--- config.mk ---
export PLATFORM = sky130hd
export DESIGN_NAME = sio_slave_if
export DESIGN_NICKNAME = d
export VERILOG_FILES = /design/src/rtl/sio_pkg.sv /design/src/rtl/sio_sync.sv /design/src/rtl/sio_decode.sv /design/src/rtl/sio_csr.sv /design/src/rtl/sio_slave_if.sv
export SDC_FILE = /design/constraint.sdc
export NUM_CORES = 1
export LEC_CHECK = 0
export ABC_AREA = 1
export BUFFER_PORTS_ARGS = -buffer_cell sky130_fd_sc_hd__buf_4
export CORE_UTILIZATION = 45
export DETAILED_ROUTE_END_ITERATION = 6
export PLACE_DENSITY = 0.8
export SYNTH_ARGS = -nofsm -noshare
export SYNTH_HDL_FRONTEND = slang
export SYNTH_SLANG_ARGS = --single-unit
--- constraint.sdc ---
create_clock -name clk -period 2.7 [get_ports clk]
set_input_delay 0.135 -clock clk [delete_from_list [all_inputs] [get_ports clk]]
set_output_delay 0.135 -clock clk [all_outputs]
set_load 0.02 [all_outputs]
--- src/rtl/sio_pkg.sv ---
package sio_pkg;
  typedef enum logic [2:0] {REG_ID, REG_CSR, REG_ADC, REG_NONE, REG_CHAN} sio_reg_e;
  typedef enum logic [1:0] {ST_IDLE, ST_RAM, ST_ACK} sio_st_e;
  localparam logic [2:0] AM_SHORT_HI = 3'b101;
  localparam logic [1:0] AM_SHORT_LO = 2'b01;
endpackage

--- src/rtl/sio_sync.sv ---
module sio_sync #(
  parameter int W = 2
) (
  input  logic         clk,
  input  logic         rst_n,
  input  logic [W-1:0] d,
  output logic [W-1:0] q
);
  for (genvar i = 0; i < W; i++) begin : g_bit
    logic [1:0] stg;
    always_ff @(posedge clk or negedge rst_n) begin
      if (!rst_n) stg <= 2'b11;
      else        stg <= {stg[0], d[i]};
    end
    assign q[i] = stg[1];
  end
endmodule

--- src/rtl/sio_decode.sv ---
module sio_decode
  import sio_pkg::*;
#(
  parameter int BASE_W = 9,
  parameter int CH_AW  = 5
) (
  input  logic [15:1]       addr,
  input  logic [5:0]        am,
  input  logic              as_n,
  input  logic [BASE_W-1:0] cfg_base,
  input  logic              cfg_nonpriv,
  output logic              hit,
  output sio_reg_e          reg_sel,
  output logic [CH_AW-1:0]  ch_idx
);
  logic am_ok;
  assign am_ok = (am[5:3] == AM_SHORT_HI) && (am[1:0] == AM_SHORT_LO) && (am[2] == !cfg_nonpriv);
  assign hit   = !as_n && am_ok && (addr[15:7] == cfg_base);
  assign ch_idx = addr[CH_AW:1];

  always_comb begin
    if (addr[6]) reg_sel = REG_CHAN;
    else begin
      case (addr[5:1])
        5'd0:    reg_sel = REG_ID;
        5'd1:    reg_sel = REG_CSR;
        5'd2:    reg_sel = REG_ADC;
        default: reg_sel = REG_NONE;
      endcase
    end
  end
endmodule

--- src/rtl/sio_csr.sv ---
module sio_csr #(
  parameter int          DW          = 16,
  parameter logic [15:0] STROBE_MASK = 16'hE000
) (
  input  logic          clk,
  input  logic          rst_n,
  input  logic          wr_en,
  input  logic [1:0]    be,
  input  logic [DW-1:0] wdata,
  output logic [DW-1:0] ctrl_o,
  output logic [DW-1:0] strobe_o
);
  localparam int HB = DW / 2;
  logic [DW-1:0] lane_m, ctrl_d, strobe_d;

  assign lane_m = {{HB{be[1]}}, {HB{be[0]}}};

  always_comb begin
    ctrl_d   = ctrl_o;
    strobe_d = '0;
    if (wr_en) begin
      ctrl_d   = (ctrl_o & ~lane_m) | (wdata & lane_m & ~STROBE_MASK);
      strobe_d = wdata & lane_m & STROBE_MASK;
    end
  end

  always_ff @(posedge clk or negedge rst_n) begin
    if (!rst_n) begin
      ctrl_o   <= '0;
      strobe_o <= '0;
    end else begin
      ctrl_o   <= ctrl_d;
      strobe_o <= strobe_d;
    end
  end

  assert_strobe_single_R5: assert property (@(posedge clk) disable iff (!rst_n)
    (strobe_o != '0) |=> (strobe_o == '0));
  assert_ctrl_steady_R4: assert property (@(posedge clk) disable iff (!rst_n)
    !wr_en |=> $stable(ctrl_o));
endmodule

--- src/rtl/sio_slave_if.sv ---
module sio_slave_if
  import sio_pkg::*;
#(
  parameter int          DW          = 16,
  parameter int          N_CH        = 32,
  parameter int          BASE_W      = 9,
  parameter logic [7:0]  ID_BYTE     = 8'h17,
  parameter logic [15:0] STROBE_MASK = 16'hE000
) (
  input  logic                     clk,
  input  logic                     rst_n,
  input  logic [BASE_W-1:0]        cfg_base,
  input  logic                     cfg_nonpriv,
  input  logic [15:1]              bus_addr,
  input  logic [5:0]               bus_am,
  input  logic                     bus_as_n,
  input  logic [1:0]               bus_ds_n,
  input  logic                     bus_write_n,
  input  logic [DW-1:0]            bus_din,
  output logic [DW-1:0]            bus_dout,
  output logic                     bus_dout_en,
  output logic                     bus_dtack_n,
  input  logic [DW-1:0]            status_i,
  input  logic [DW-1:0]            adc_data_i,
  output logic [DW-1:0]            ctrl_o,
  output logic [DW-1:0]            strobe_o,
  output logic                     ram_req_o,
  output logic                     ram_we_o,
  output logic [1:0]               ram_be_o,
  output logic [$clog2(N_CH)-1:0]  ram_addr_o,
  output logic [DW-1:0]            ram_wdata_o,
  input  logic [DW-1:0]            ram_rdata_i,
  input  logic                     ram_rdy_i
);
  localparam int CH_AW = $clog2(N_CH);

  // reset: asserted asynchronously, released on the clock
  logic [1:0] rst_pipe;
  logic       rst_s;
  always_ff @(posedge clk or negedge rst_n) begin
    if (!rst_n) rst_pipe <= 2'b00;
    else        rst_pipe <= {rst_pipe[0], 1'b1};
  end
  assign rst_s = rst_pipe[1];

  logic [1:0] ds_s;
  logic       ds_act;
  sio_sync #(.W(2)) i_ds_sync (.clk(clk), .rst_n(rst_s), .d(bus_ds_n), .q(ds_s));
  assign ds_act = !(&ds_s);

  logic             hit;
  sio_reg_e         reg_sel;
  logic [CH_AW-1:0] ch_idx;
  sio_decode #(.BASE_W(BASE_W), .CH_AW(CH_AW)) i_decode (
    .addr(bus_addr), .am(bus_am), .as_n(bus_as_n), .cfg_base(cfg_base),
    .cfg_nonpriv(cfg_nonpriv), .hit(hit), .reg_sel(reg_sel), .ch_idx(ch_idx));

  sio_st_e          st_q, st_d;
  logic [DW-1:0]    rdata_q, rdata_d, reg_mux, wd_q;
  logic             rd_q, we_q, launch, csr_wr;
  logic [1:0]       be_q;
  logic [CH_AW-1:0] ch_q;

  always_comb begin
    case (reg_sel)
      REG_ID:  reg_mux = {ID_BYTE, 8'h00};
      REG_CSR: reg_mux = status_i;
      REG_ADC: reg_mux = adc_data_i;
      default: reg_mux = '0;
    endcase
  end

  always_comb begin
    st_d    = st_q;
    rdata_d = rdata_q;
    launch  = 1'b0;
    csr_wr  = 1'b0;
    case (st_q)
      ST_IDLE: if (ds_act && hit) begin
        launch = 1'b1;
        if (reg_sel == REG_CHAN) st_d = ST_RAM;
        else begin
          st_d    = ST_ACK;
          rdata_d = reg_mux;
          csr_wr  = !bus_write_n && (reg_sel == REG_CSR);
        end
      end
      ST_RAM: if (ram_rdy_i) begin
        st_d    = ST_ACK;
        rdata_d = ram_rdata_i;
      end
      ST_ACK:  if (!ds_act) st_d = ST_IDLE;
      default: st_d = ST_IDLE;
    endcase
  end

  always_ff @(posedge clk or negedge rst_s) begin
    if (!rst_s) begin
      st_q    <= ST_IDLE;
      rdata_q <= '0;
      rd_q    <= 1'b0;
      we_q    <= 1'b0;
      be_q    <= 2'b00;
      ch_q    <= '0;
      wd_q    <= '0;
    end else begin
      st_q    <= st_d;
      rdata_q <= rdata_d;
      if (launch) begin
        rd_q <= bus_write_n;
        we_q <= !bus_write_n;
        be_q <= ~ds_s;
        ch_q <= ch_idx;
        wd_q <= bus_din;
      end
    end
  end

  sio_csr #(.DW(DW), .STROBE_MASK(STROBE_MASK)) i_csr (
    .clk(clk), .rst_n(rst_s), .wr_en(csr_wr), .be(~ds_s), .wdata(bus_din),
    .ctrl_o(ctrl_o), .strobe_o(strobe_o));

  assign bus_dtack_n = (st_q != ST_ACK);
  assign bus_dout    = rdata_q;
  assign bus_dout_en = (st_q == ST_ACK) && rd_q;
  assign ram_req_o   = (st_q == ST_RAM);
  assign ram_we_o    = (st_q == ST_RAM) && we_q;
  assign ram_be_o    = be_q;
  assign ram_addr_o  = ch_q;
  assign ram_wdata_o = wd_q;

  assert_miss_silent_R2: assert property (@(posedge clk) disable iff (!rst_s)
    (st_q == ST_IDLE && !hit) |=> bus_dtack_n);
  assert_hold_off_R7: assert property (@(posedge clk) disable iff (!rst_s)
    (ram_req_o && !ram_rdy_i) |=> (bus_dtack_n && ram_req_o));
  assert_release_R8: assert property (@(posedge clk) disable iff (!rst_s)
    (!bus_dtack_n && (&ds_s)) |=> bus_dtack_n);
  assert_dout_read_R9: assert property (@(posedge clk) disable iff (!rst_s)
    bus_dout_en |-> (!bus_dtack_n && !ram_we_o));
endmodule

==> impl_results.md <==
- Mapped Area: 3354 µm²
- Mapped Cells: 401
- P_leak: 2.719 nW
- Area Overhead vs Synth: 44.27%
- Synth warn: 0
- Post-layout min period: 2.060 ns
- VDD IR max: 571.4 µV
- Post-synthesis register bit count: 68
- Final period utilization: 76.30%
- Starting Density: 46.50%
- Worst rel slew slack: 43.53%
- IO Pins: 177
- H-tree depth: 3
- Global Route Usage Sum: 23.45%
- FF/Latch Area: 1708 µm²
- Antenna violations before repair: 0
- CP bufs+invs: 2
- Arrival @ worst endpoint: 2.29 ns
- CTS tree: built
- Vias: 3225
- CP Launch Type: register
- Total negative slack: 0 ns
- Wire length per cell: 13.36 µm
- Slowest cell delay on critical path: 0.55 ns
- Maximum clock frequency: 485.4 MHz
- Synth async-reset ratio: 100.0%
- Pwr/cell area: 613.5 nW/µm²
- CP endpoint kind: register
- Wl on met1: 3.575 mm
- Post-CTS Setup Inserts: 0
- Pins Over Slew Limit: 0
- Sequential cell area fraction in the yosys report: 50.88%
- Mean post-synth cell area: 8.365 µm²
- Slew @ Worst Pin: 0.8440 ns
- Unrepaired setup endpoints after global routing: false
- GR Overflow Total: 0
- WL met2: 4.614 mm
- Port Buffers: 163
- Top FF cell, synth: dfrtp_1
- Die height: 88.34 µm
- Antenna diodes: 0
- Routability cong.: 0.8911
- Final hold vios: 0
- Mux contribution to synthesized area: 4.774%
- Post-Synth Simple-Gate Area: 29.24%
- DRC errors left: 0
- Max Cap Violations: 0
- Largest net degree at the start of global routing: 34
- Cell family with most CP delay: simple AND/OR/NAND/NOR gates
- First-pass GRT wire length: 13.95 mm
- TritonCTS buffer count: 9
- First-iteration detailed-routing DRC count: 168
- Hold Path Class: in2reg
- Fill cell count: 619
- Final HPWL DP: 6.908 mm
- CP most frequent cell: nand2_1
- Number of global-route vias before repair: 3112
- Cell Rows: 31
- PnR Total Power: 0.002969 W
- Clock latency on the worst-skew pair: 0.34 ns
- Largest family of logic cells by synthesized area: simple AND/OR/NAND/NOR gates
- Die Wd: 88.34 µm
- Clk slew on worst S/H paths: 0.08 ns
- Distinct cells, synth: 30
- Synth Area in Adders: 0%
- XOR/XNOR Fraction of Synth Area: 0.7833%
- Clk_skew: 0.009539 ns
- Post-synth EDFFs: 0
- Sink Count: 68
- Compound-cell area share of the yosys netlist: 4.774%
- Status: finished, final reports clean
- Top layer in use: met4
- Final nets: 670
- Die Area: 7804 µm²
- Worst path required time: 2.93 ns
- Vias/cell: 4.799
- Fraction of layout cells with a size suffix above 1: 35.08%
- Remaining antenna violation count: 0
- Worst-path fanout max: 32
- Crit path max-delay cell type: dfstp_2
- CP Cell Sequence: nand2_1, nand2_1, nor2_1, nand2_1, nor2_2, nand3_4, clkinv_1, o21bai_1, inv_1
- Root Buffer: clkbuf_8
- Setup Viol. Count Final: 0
- Initial DRT Pass Iterations: 4
- Multi-input logic area: 1380 µm²
- Final wirelength: 8.976 mm
- DR WL met3: 533 µm
- Crit Path Class: reg2reg
- Max Buffers Root-to-Sink: 2
- Total core area: 7214 µm²
==> synth_stat cells (all sizes together) (2+ instances only) <==
cell type	count	area share, %
nor2	21	3.6
mux2i	16	4.8
buf	23	5.0
nand2	166	19
dfrtp	64	48
o211ai	4	0.90
o21ai	23	3.4
clkinv	2	0.22
nand3	17	3.6
nor3	3	0.78
clkbuf	5	0.56
nand4	13	2.4
dfstp	4	3.1
conb	2	0.22
inv	32	3.6
o21bai	2	0.45
xnor2	2	0.52
==> layout by cell type (no fill, tap or decap), types with 2 or more instances in the layout <==
master and instances:
nor3_1 2, dfstp_2 4, buf_4 167, o21ai_1 16
xnor2_1 2, mux2i_1 16, o21ai_0 7, clkinv_1 2
nand2_1 165, clkinvlp_4 3, nand3_1 13, nand3_2 2
o21bai_1 2, inv_1 29, dfrtp_1 63, nor2_1 17
inv_2 3, dlygate4sd3_1 5, nand4_1 13, nand3_4 2
nor2_8 2, o211ai_1 4, clkbuf_8 12, conb_1 14
==> stage by stage <==
stage	hold slack, ns	setup slack, ns	instances	util [%]	instance area (µm²)
after floorplan	-0.1606	0.6732	413	-	3400
final	0.006455	0.6399	672	67.08	4840
after detailed placement	-0.08076	0.6498	651	63.67	4593
after global placement	-0.08059	0.6833	651	63.67	4593
after global routing	0.01761	0.3719	672	67.08	4840
after CTS	0.003557	0.6290	672	67.08	4840
==> worst register-to-register path, stage by stage, from the launching register on <==
cell      delay, ns
dfstp_2        0.55
nand2_1        0.07
nand2_1        0.07
nor2_1         0.04
nand2_1        0.06
nor2_2         0.06
nand3_4        0.26
clkinv_1       0.51
o21bai_1       0.28
inv_1          0.06
==> logic make-up (layout without fill, tap and decap cells) <==
group | Yosys count | in the layout
muxes | 16 | 16
DFF | 68 | 68
and+or+nand+nor | 221 | 221
other | 2 | 14
AOI/OAI and AO/OA | 29 | 29
xor gates and xnor gates | 3 | 3
buffers and inverters | 62 | 222
==> report_power, final <==
group	leakage, nW	switching (W)	internal, W	total [W]
sequential	0.903	0.000101	0.00115	0.00125
clock	0.0913	0.000401	0.000412	0.000813
combinational	1.72	0.000522	0.000384	0.000906
total	2.72	0.00102	0.00195	0.00297
==> cell type report <==
cell class,count,area share [%]
clock buffers,12,3.413
clock inverters,4,0.6463
inverters,34,2.637
repair buffers,172,26.94
flip-flops and latches,68,35.29
well taps,99,2.559
multi-input cells,283,28.52
==> final timing paths <==
path,startpoint,slack [ns],end,cells after the start
max,i_ds_sync.g_bit[0].stg[1]$_DFF_PN1_,0.64,rd_q$_DFFE_PN0P_,9
min,bus_din[7],0.006,ram_wdata_o[7]$_DFFE_PN0P_,3
max reg2reg,i_ds_sync.g_bit[0].stg[1]$_DFF_PN1_,0.64,rd_q$_DFFE_PN0P_,9
min reg2reg,rst_pipe[1]$_DFF_PN0_,0.31,async pin,0
max in group asynchronous,rst_pipe[1]$_DFF_PN0_,1.64,i_ds_sync.g_bit[0].stg[1]$_DFF_PN1_,1
min in group asynchronous,rst_n,0.11,rst_pipe[1]$_DFF_PN0_,2
==> what timing repair did <==
action	4_1_cts	5_1_grt
hold buffers	5	0
resized for setup	0	0
endpoints found under the hold margin	6	0
==> per-layer routing <==
| metal | vias up | GRT usage, % |
|---|---|---|
| met2 | 114 | 41.68 |
| met5 | - | 0 |
| met1 | 1511 | 27.98 |
| met4 | 0 | 10.85 |
| met3 | 25 | 3.545 |
| li1 | 1575 | - |
(Power assumes the default switching activity.)
